File: config.mk
export PLATFORM = sky130hd
export DESIGN_NAME = pkt_irq_delay
export DESIGN_NICKNAME = d
export VERILOG_FILES = /design/src/rtl/pid_pkg.sv /design/src/rtl/pid_prescaler.sv /design/src/rtl/pid_delay_timer.sv /design/src/rtl/pid_pkt_coalescer.sv /design/src/rtl/pid_sticky_flag.sv /design/src/rtl/pkt_irq_delay.sv
export SDC_FILE = /design/constraint.sdc
export NUM_CORES = 1
export LEC_CHECK = 0
export ABC_AREA = 1
export BUFFER_PORTS_ARGS = -buffer_cell sky130_fd_sc_hd__buf_2
export CAP_MARGIN = 20
export CORE_UTILIZATION = 60
export DETAILED_ROUTE_END_ITERATION = 6
export PLACE_DENSITY = 0.81
export SYNTH_ARGS = -nofsm -noshare
export SYNTH_HDL_FRONTEND = slang
export SYNTH_SLANG_ARGS = --single-unit
File: constraint.sdc
create_clock -name clk -period 3.4 [get_ports clk]
set_input_delay 0.68 -clock clk [delete_from_list [all_inputs] [get_ports clk]]
set_output_delay 0.68 -clock clk [all_outputs]
set_load 0.1 [all_outputs]
File: src/rtl/pid_pkg.sv
package pid_pkg;
  localparam int unsigned PID_DLY_W   = 8;
  localparam int unsigned PID_CNT_W   = 8;
  localparam int unsigned PID_PRESCALE = 125;
  localparam int unsigned PID_NUM_IRQ = 2;

  typedef enum logic [0:0] {
    IRQ_DELAY = 1'b0,
    IRQ_CMPL  = 1'b1
  } irq_idx_e;

  typedef struct packed {
    logic arm;
    logic cancel;
    logic restart;
  } tmr_ctl_t;
endpackage

File: src/rtl/pid_prescaler.sv
module pid_prescaler #(
  parameter int unsigned DIV = 125
) (
  input  logic clk,
  input  logic rst,
  input  logic run,
  input  logic restart,
  output logic tick
);
  localparam int unsigned PW = (DIV > 1) ? $clog2(DIV) : 1;
  localparam logic [PW-1:0] LAST = PW'(DIV - 1);

  logic [PW-1:0] cnt_q;

  assign tick = run && !restart && (cnt_q == LAST);

  always_ff @(posedge clk) begin
    if (rst || restart || !run || tick) begin
      cnt_q <= '0;
    end else begin
      cnt_q <= cnt_q + 1'b1;
    end
  end
endmodule

File: src/rtl/pid_delay_timer.sv
module pid_delay_timer
  import pid_pkg::*;
#(
  parameter int unsigned DW = 8
) (
  input  logic          clk,
  input  logic          rst,
  input  tmr_ctl_t      ctl,
  input  logic          tick,
  input  logic [DW-1:0] delay,
  output logic          running,
  output logic          fire
);
  logic [DW-1:0] ivl_q;
  logic [DW:0]   ivl_inc;
  logic          dly_off;

  assign dly_off = (delay == '0);
  assign ivl_inc = {1'b0, ivl_q} + 1'b1;
  assign fire = running && tick && !ctl.arm && !ctl.cancel && !dly_off &&
                (ivl_inc >= {1'b0, delay});

  always_ff @(posedge clk) begin
    if (rst || ctl.cancel) begin
      running <= 1'b0;
      ivl_q   <= '0;
    end else if (ctl.arm) begin
      running <= !dly_off;
      ivl_q   <= '0;
    end else if (!running || dly_off || fire) begin
      running <= 1'b0;
      ivl_q   <= '0;
    end else if (tick) begin
      ivl_q <= ivl_inc[DW-1:0];
    end
  end
endmodule

File: src/rtl/pid_pkt_coalescer.sv
module pid_pkt_coalescer #(
  parameter int unsigned CW = 8
) (
  input  logic          clk,
  input  logic          rst,
  input  logic          eop,
  input  logic [CW-1:0] thresh,
  output logic          hit
);
  logic [CW-1:0] pkt_q;
  logic [CW:0]   pkt_inc;

  assign pkt_inc = {1'b0, pkt_q} + 1'b1;
  assign hit = eop && (thresh != '0) && (pkt_inc >= {1'b0, thresh});

  always_ff @(posedge clk) begin
    if (rst || hit) begin
      pkt_q <= '0;
    end else if (eop && !pkt_inc[CW]) begin
      pkt_q <= pkt_inc[CW-1:0];
    end
  end
endmodule

File: src/rtl/pid_sticky_flag.sv
module pid_sticky_flag (
  input  logic clk,
  input  logic rst,
  input  logic set,
  input  logic clr,
  output logic flag
);
  always_ff @(posedge clk) begin
    if (rst) begin
      flag <= 1'b0;
    end else if (set) begin
      flag <= 1'b1;
    end else if (clr) begin
      flag <= 1'b0;
    end
  end
endmodule

File: src/rtl/pkt_irq_delay.sv
module pkt_irq_delay
  import pid_pkg::*;
#(
  parameter int unsigned DLY_W    = PID_DLY_W,
  parameter int unsigned CNT_W    = PID_CNT_W,
  parameter int unsigned PRESCALE = PID_PRESCALE
) (
  input  logic             clk,
  input  logic             rst,
  input  logic             eop_i,
  input  logic             sop_i,
  input  logic [DLY_W-1:0] delay_cfg_i,
  input  logic [CNT_W-1:0] coal_thresh_i,
  input  logic             irq_clr_i,
  output logic             dly_irq_o,
  output logic             cmp_irq_o
);
  tmr_ctl_t               ctl;
  logic                   tick;
  logic                   running;
  logic                   fire;
  logic                   cmp_hit;
  logic [PID_NUM_IRQ-1:0] irq_set;
  logic [PID_NUM_IRQ-1:0] irq_q;

  // end of packet first, then start of packet / completion cancel
  assign ctl.arm     = eop_i;
  assign ctl.cancel  = sop_i || cmp_hit;
  assign ctl.restart = eop_i || sop_i || cmp_hit;

  pid_prescaler #(.DIV(PRESCALE)) u_pre (
    .clk     (clk),
    .rst     (rst),
    .run     (running),
    .restart (ctl.restart),
    .tick    (tick)
  );

  pid_delay_timer #(.DW(DLY_W)) u_tmr (
    .clk     (clk),
    .rst     (rst),
    .ctl     (ctl),
    .tick    (tick),
    .delay   (delay_cfg_i),
    .running (running),
    .fire    (fire)
  );

  pid_pkt_coalescer #(.CW(CNT_W)) u_coal (
    .clk    (clk),
    .rst    (rst),
    .eop    (eop_i),
    .thresh (coal_thresh_i),
    .hit    (cmp_hit)
  );

  assign irq_set[IRQ_DELAY] = fire;
  assign irq_set[IRQ_CMPL]  = cmp_hit;

  for (genvar g = 0; g < PID_NUM_IRQ; g++) begin : g_flag
    pid_sticky_flag u_flag (
      .clk  (clk),
      .rst  (rst),
      .set  (irq_set[g]),
      .clr  (irq_clr_i),
      .flag (irq_q[g])
    );
  end

  assign dly_irq_o = irq_q[IRQ_DELAY];
  assign cmp_irq_o = irq_q[IRQ_CMPL];
endmodule

==> run_results.csv, run 1 <==
group,metric,value,unit
timing,period_minus_slack,2550,ps
drt,antenna_left,0,
synth,ys_warn_count,0,
critical_path,cpMostUsedCell,"nand3_1",
clock_network,cts-resized-gates,0,
synth,ys_dominant_reg_cell,"dfxtp_1",
clock_network,cts_setup_buffers,0,
synth,netlist_instances,274,
placement,placed_cells,340,
critical_path,reg2reg_from,"u_tmr.ivl_q[0]$_SDFFE_PP0P_",
critical_path,timing.rr.end,"u_tmr.ivl_q[7]$_SDFFE_PP0P_",
drt,wire_per_inst,10.3,microns
clock_network,clk_pin_slew_worst_paths,140,ps
timing,setup_tns,0,ps
layout,final_nets,342,
timing,finClkSkew,13.7,ps
global_routing,grt_pass1_vias,1489,
critical_path,crit_path_start_kind,"register",
global_routing,grt_max_degree,15,
critical_path,worstSetupPathDepth,15,
timing,setup_viol,0,
placement,gp_congestion,0.807,
power,ir_drop,0.000197,V
critical_path,rr_worst_depth,15,
timing,rsz0062_at_grt,"no",
clock_network,cts.sinks,26,
die,rows,20,
critical_path,crit_end,"u_tmr.ivl_q[7]$_SDFFE_PP0P_",
global_routing,grt.total_usage,23.2,%
flow_run,cap_violations,0,
timing,worst_slew_pin_slew,484,ps
drt,post-route-drc-count,0,
critical_path,path_cells,"ha_1, nand2_2, nor2_4, nand3_1, xor2_1, inv_1, ha_1, a21o_1, nand3_1, nand2_1, nor2_1, nand3_1, nand2_2, nand2_4, nor3_2",
synth,syn_nets,315,
power,fin_total_pwr,0.521,mW
power,powerDensity,248,nW/um^2
synth,synth_edf_count,0,
clock_network,root_buffer,"clkbuf_4",
global_routing,gr-total-overflow,0,
placement,dp_hpwl,2950,microns
die,num_io_pins,23,
critical_path,critPathTopFamily,"simple AND/OR/NAND/NOR gates",
synth,netlist_area,1900,sq um
placement,numPortBuffers,22,
clock_network,insertion_delay,320,ps
clock_network,cts_tree,"built",
die,die_w,58.3,microns
timing,timing.hold.ws,465,ps
critical_path,worst-path-buf-inv,1,
clock_network,cts.path.max_buffers,2,
synth,ys_ff_latch,26,
layout,postLayoutCoreUtil,69.5,%
clock_network,htree_levels,1,
critical_path,arrival,2800,ps
synth,yosysTopAreaCellShare,27.4,%
clock_network,cts_hold_buf,0,
critical_path,crit_slowest_cell,"dfxtp_1",
die,die_area,3400,sq um
layout,diodes,0,
layout,area_growth,10.6,%
layout,final_cell_mix,"57 x nand2_1, 51 x inv_1, 27 x nor2_1",
placement,dp_slack,908,ps
timing,maxSlewHeadroom,67.9,%
critical_path,path_max_fanout,9,
critical_path,rrSetupSlack,850,ps
layout,drive_gt1_share,17.3,%
critical_path,cp-startpoint,"u_tmr.ivl_q[0]$_SDFFE_PP0P_",
synth,yosys.area.top_type,"dfxtp_1",
layout,fin_cells,344,
worst_hold_path,hp-class,"reg -> reg",
critical_path,end_kind,"register",
timing,finalCritPeriodShare,75.0,%
synth,synthTopCellsByArea,"dfxtp_1 27%, ha_1 13%, nand2_1 11%",
drt,drtIter0Drc,57,
die,die_h,58.3,microns
die,start_util,62.9,%
timing,max_freq,392,MHz
synth,yosysSeqAreaShare,27.4,%
global_routing,grt_pass1_wl,6150,microns
drt,wl,3540,microns
die,coreArea,3030,sq um
drt,viasPerCell,4.83,
placement,placed_area,2070,sq um
power,p_leak,1.06,nW
drt,vias,1661,
layout,final_common_cell,"nand2_1",
outcome,outcome,"complete, no violations",
synth,syn_avg_cell_area,6.95,sq um
synth,ys_types,25,
timing,slew_violations,0,
drt,first_pass_iters,4,
timing,setup_ws,851,ps
global_routing,antenna_found_initial,0,
layout,design_area,2100,sq um
critical_path,critical_path_class,"reg -> reg",
critical_path,crit_path_max_incr_delay,450,ps
clock_network,cts_buffers,3,
synth,async_flop_share,0,%
critical_path,required,3650,ps
timing,finalHoldViolCount,0,
[sequential cells by signal, indices dropped and copies added (netlist names)]
| signal | flops |
|---|---|
| u_tmr.running | 1 |
| u_tmr.ivl_q | 8 |
| g_flag.u_flag.flag | 2 |
| u_coal.pkt_q | 8 |
| u_pre.cnt_q | 7 |
[how the worst min path moves through the flow]
| stage | startpoint | endpoint | slack, ps | depth (start not counted) |
|---|---|---|---|---|
| finish | g_flag[0].u_flag.flag$_SDFFE_PP0P_ | g_flag[0].u_flag.flag$_SDFFE_PP0P_ | 470 | 2 |
| global route | u_pre.cnt_q[0]$_SDFF_PP0_ | u_pre.cnt_q[0]$_SDFF_PP0_ | 500 | 1 |
| CTS | g_flag[0].u_flag.flag$_SDFFE_PP0P_ | g_flag[0].u_flag.flag$_SDFFE_PP0P_ | 470 | 2 |
| detailed placement | g_flag[0].u_flag.flag$_SDFFE_PP0P_ | g_flag[0].u_flag.flag$_SDFFE_PP0P_ | 450 | 2 |
| global placement | u_pre.cnt_q[0]$_SDFF_PP0_ | u_pre.cnt_q[0]$_SDFF_PP0_ | 440 | 1 |
| floorplan | u_pre.cnt_q[0]$_SDFF_PP0_ | u_pre.cnt_q[0]$_SDFF_PP0_ | 430 | 1 |
[routing by layer]
metal	GRT usage, %	wire [microns]	part of all wire, %	vias to the layer above
li1	-	-	-	916
met1	32.0	1910	54	724
met4	6.46	21	0.59	0
met3	3.74	91	2.6	2
met5	0	0	0	-
met2	37.8	1520	43	19
[logic make-up (layout without fill, tap and decap cells)]
family	Yosys count	count (layout)	share of synthesized area, %
AOI/OAI and AO/OA	24	24	6.77
xor gates and xnor gates	14	14	6.44
adders and majority gates	20	20	13.1
buffers and inverters	55	81	10.8
DFF	26	26	27.4
and+or+nand+nor	135	135	35.4
[synth_stat cells (all sizes together) (3+ instances only)]
cell type / count
a21oi: 19
dfxtp: 26
ha: 20
inv: 55
nand2: 63
nand3: 18
nand4: 5
nor2: 31
nor3: 14
o21ai: 3
xor2: 12
[area by class of cell]
type | count | area [sq um]
Tap cell | 44 | 55.1
Multi-Input combinational cell | 193 | 1180
Clock buffer | 4 | 36.3
Inverter | 55 | 206
Timing Repair Buffer | 22 | 110
Fill cell | 272 | 923
Sequential cell | 26 | 520
[worst min-delay path, stage by stage (launching register included)]
cell,delay [ps]
dfxtp_1,330
nand2_1,50
a21oi_1,50
[power breakdown]
part,switching [mW],internal [mW],total [mW]
registers,0.00271,0.307,0.310
logic,0.0353,0.0235,0.0588
clock network,0.0866,0.0655,0.152
(Power assumes the default switching activity.)
==> run 2: changes to the inputs <==
Settings changed: CORE_UTILIZATION 60 to 52, PLACE_DENSITY 0.81 to 0.74.
Clock period 3.4 ns to 2.34 ns, I/O delays scaled along.
==> run 2 against run 1 <==
Against the previous run:
- hold slack lost 110 ps
- utilization down 1.7 points
- global-route usage decreased by 1.6 points
- largest cell class unchanged
- highest routed layer unchanged
- clock power rose by 20%
- sequential share of layout area shrank 1.8 points
- critical path type unchanged
- via count is 4.0% higher
- total power increased by 40%
- maximum frequency grew 16%
- critical endpoint unchanged
- sequential power is 45% higher
==> run_results.csv, run 2 (synthesis gave the netlist of run 1 again) <==
group,metric,value,unit
critical_path,arrival,2460,ps
critical_path,rrSetupSlack,140,ps
outcome,outcome,"complete, no violations",
layout,postLayoutCoreUtil,67.8,%
global_routing,grt_max_degree,14,
power,power_frac_comb,13.7,%
power,p_int,0.549,mW
clock_network,root_buffer,"clkbuf_4",
global_routing,antenna_found_initial,0,
placement,gp_congestion,0.827,
drt,vias,1727,
die,coreArea,3420,sq um
drt,first_pass_iters,4,
critical_path,path_max_fanout,4,
power,clkPwrFrac,24.9,%
flow_run,cap_violations,0,
clock_network,htree_levels,1,
placement,dp_hpwl,2980,microns
clock_network,cts.sinks,26,
timing,slew_violations,0,
die,start_util,55.7,%
critical_path,timing.rr.end,"u_tmr.ivl_q[7]$_SDFFE_PP0P_",
layout,final_cell_mix,"55 x nand2_1, 51 x inv_1, 24 x nor2_1",
power,power_switching,0.183,mW
critical_path,required,2600,ps
timing,period_minus_slack,2200,ps
layout,largest_registers,"u_coal.pkt_q x8, u_tmr.ivl_q x8, u_pre.cnt_q x7",
worst_hold_path,worstHoldPathCells,2,
global_routing,gr-total-overflow,0,
clock_network,cts_buffers,3,
critical_path,critPathTopFamily,"simple AND/OR/NAND/NOR gates",
drt,antenna_left,0,
clock_network,cts.path.max_buffers,2,
clock_network,cts_tree,"built",
critical_path,crit_path_max_incr_delay,380,ps
timing,maxSlewHeadroom,68.0,%
layout,diodes,0,
layout,drive_gt1_share,28.1,%
die,die_h,62.5,microns
global_routing,grt_pass1_vias,1678,
drt,post-route-drc-count,0,
layout,design_area,2310,sq um
timing,worst_slew_pin_slew,483,ps
timing,finalCritPeriodShare,94.2,%
power,ir_drop,0.000290,V
drt,wire_per_inst,10.7,microns
drt,wl,3790,microns
worst_hold_path,hp-class,"in -> reg",
power,p_leak,1.11,nW
clock_network,insertion_delay,310,ps
die,die_area,3910,sq um
layout,final_common_cell,"nand2_1",
critical_path,rr_worst_depth,15,
worst_hold_path,holdPathEnd,"g_flag[1].u_flag.flag$_SDFFE_PP0P_",
critical_path,crit_path_start_kind,"register",
timing,finClkSkew,13.6,ps
die,rows,21,
power,sw_frac_of_total,25.0,%
drt,viasPerCell,4.85,
die,num_io_pins,23,
clock_network,clk_pin_slew_worst_paths,140,ps
critical_path,critical_path_class,"reg -> reg",
critical_path,end_kind,"register",
placement,numPortBuffers,22,
power,power_frac_seq,61.4,%
critical_path,worst-path-buf-inv,1,
critical_path,path_cells,"ha_4, nand2_2, nor2_4, nand3_2, xor2_1, inv_1, ha_4, a21o_1, nand3_1, nand2_1, nor2_1, nand3_1, nand2_2, nand2_4, nor3_2",
drt,drtIter0Drc,55,
timing,setup_viol,0,
die,die_w,62.5,microns
global_routing,grt.total_usage,21.6,%
timing,max_freq,454,MHz
power,powerDensity,316,nW/um^2
critical_path,reg2reg_from,"u_tmr.ivl_q[0]$_SDFFE_PP0P_",
layout,area_growth,21.6,%
global_routing,grt_pass1_wl,6930,microns
timing,timing.hold.ws,350,ps
critical_path,crit_slowest_cell,"dfxtp_2",
layout,final_nets,353,
timing,finalHoldViolCount,0,
worst_hold_path,hp-start,"rst",
placement,placed_area,2140,sq um
[run 2: cell types whose count changed in the layout (fill, tap and decap cells not counted), moves of 4 or more]
cell,delta
buf_4,+9
dfxtp_1,-7
dfxtp_2,+6
ha_1,-4
[run 2: worst max-delay path by stage]
stage | startpoint | endpoint | cells after the start
finish | u_tmr.ivl_q[0]$_SDFFE_PP0P_ | u_tmr.ivl_q[7]$_SDFFE_PP0P_ | 15
global route | u_tmr.ivl_q[0]$_SDFFE_PP0P_ | u_tmr.ivl_q[7]$_SDFFE_PP0P_ | 15
CTS | u_tmr.ivl_q[0]$_SDFFE_PP0P_ | u_tmr.ivl_q[0]$_SDFFE_PP0P_ | 15
detailed placement | u_tmr.ivl_q[1]$_SDFFE_PP0P_ | u_tmr.ivl_q[0]$_SDFFE_PP0P_ | 15
global placement | u_tmr.ivl_q[1]$_SDFFE_PP0P_ | u_tmr.ivl_q[5]$_SDFFE_PP0P_ | 15
floorplan | u_tmr.ivl_q[0]$_SDFFE_PP0P_ | u_tmr.ivl_q[0]$_SDFFE_PP0P_ | 15
[run 2: area by class of cell]
cell class | instances | area [sq um]
multi-input combinational | 194 | 1300
timing repair buffer | 32 | 198
fill | 275 | 1100
inverter | 55 | 206
tap | 46 | 57.6
sequential | 26 | 532
clock buffer | 3 | 22.5
[run 2: repair_timing]
item,in CTS,in global routing
pin swaps,3,10
gates cloned,1,0
setup endpoints to repair,8,18
setup buffers,2,0
gates resized for setup,5,24
hold buffers,0,0
[run 2: metal layers]
metal	GRT usage, %	up-vias	share of wire, %
li1	-	930	-
met1	28.7	773	50
met2	36.7	22	46
met3	2.74	2	2.5
met4	5.23	0	0.66
met5	0	-	0
[run 2: through the flow]
| step | instances | total power [mW] | setup slack (ps) | TNS, ps |
|---|---|---|---|---|
| after CTS | 356 | 0.736 | 27.4 | 0 |
| after detailed placement | 350 | 0.555 | 6.75 | 0 |
| after global routing | 356 | 0.776 | -7.44 | -9.87 |
| final | 356 | 0.732 | 136 | 0 |
| after floorplan | 274 | 0.514 | 150 | 0 |
| after global placement | 350 | 0.552 | 78.0 | 0 |
[run 2: worst register-to-register path, cell delays in order (launching register included)]
cell	delay, ps
dfxtp_2	380
ha_4	150
nand2_2	70
nor2_4	130
nand3_2	80
xor2_1	170
inv_1	100
ha_4	230
a21o_1	170
nand3_1	70
nand2_1	50
nor2_1	90
nand3_1	80
nand2_2	140
nand2_4	100
nor3_2	150
[run 2: power by group through the flow]
stage,Clock [mW],Combinational (mW),Sequential [mW]
2_1_floorplan,0,0.0539,0.460
3_3_place_gp,0,0.0923,0.459
3_5_place_dp,0,0.0952,0.459
4_1_cts,0.189,0.0975,0.450
5_1_grt,0.211,0.114,0.451
6_report,0.182,0.100,0.449
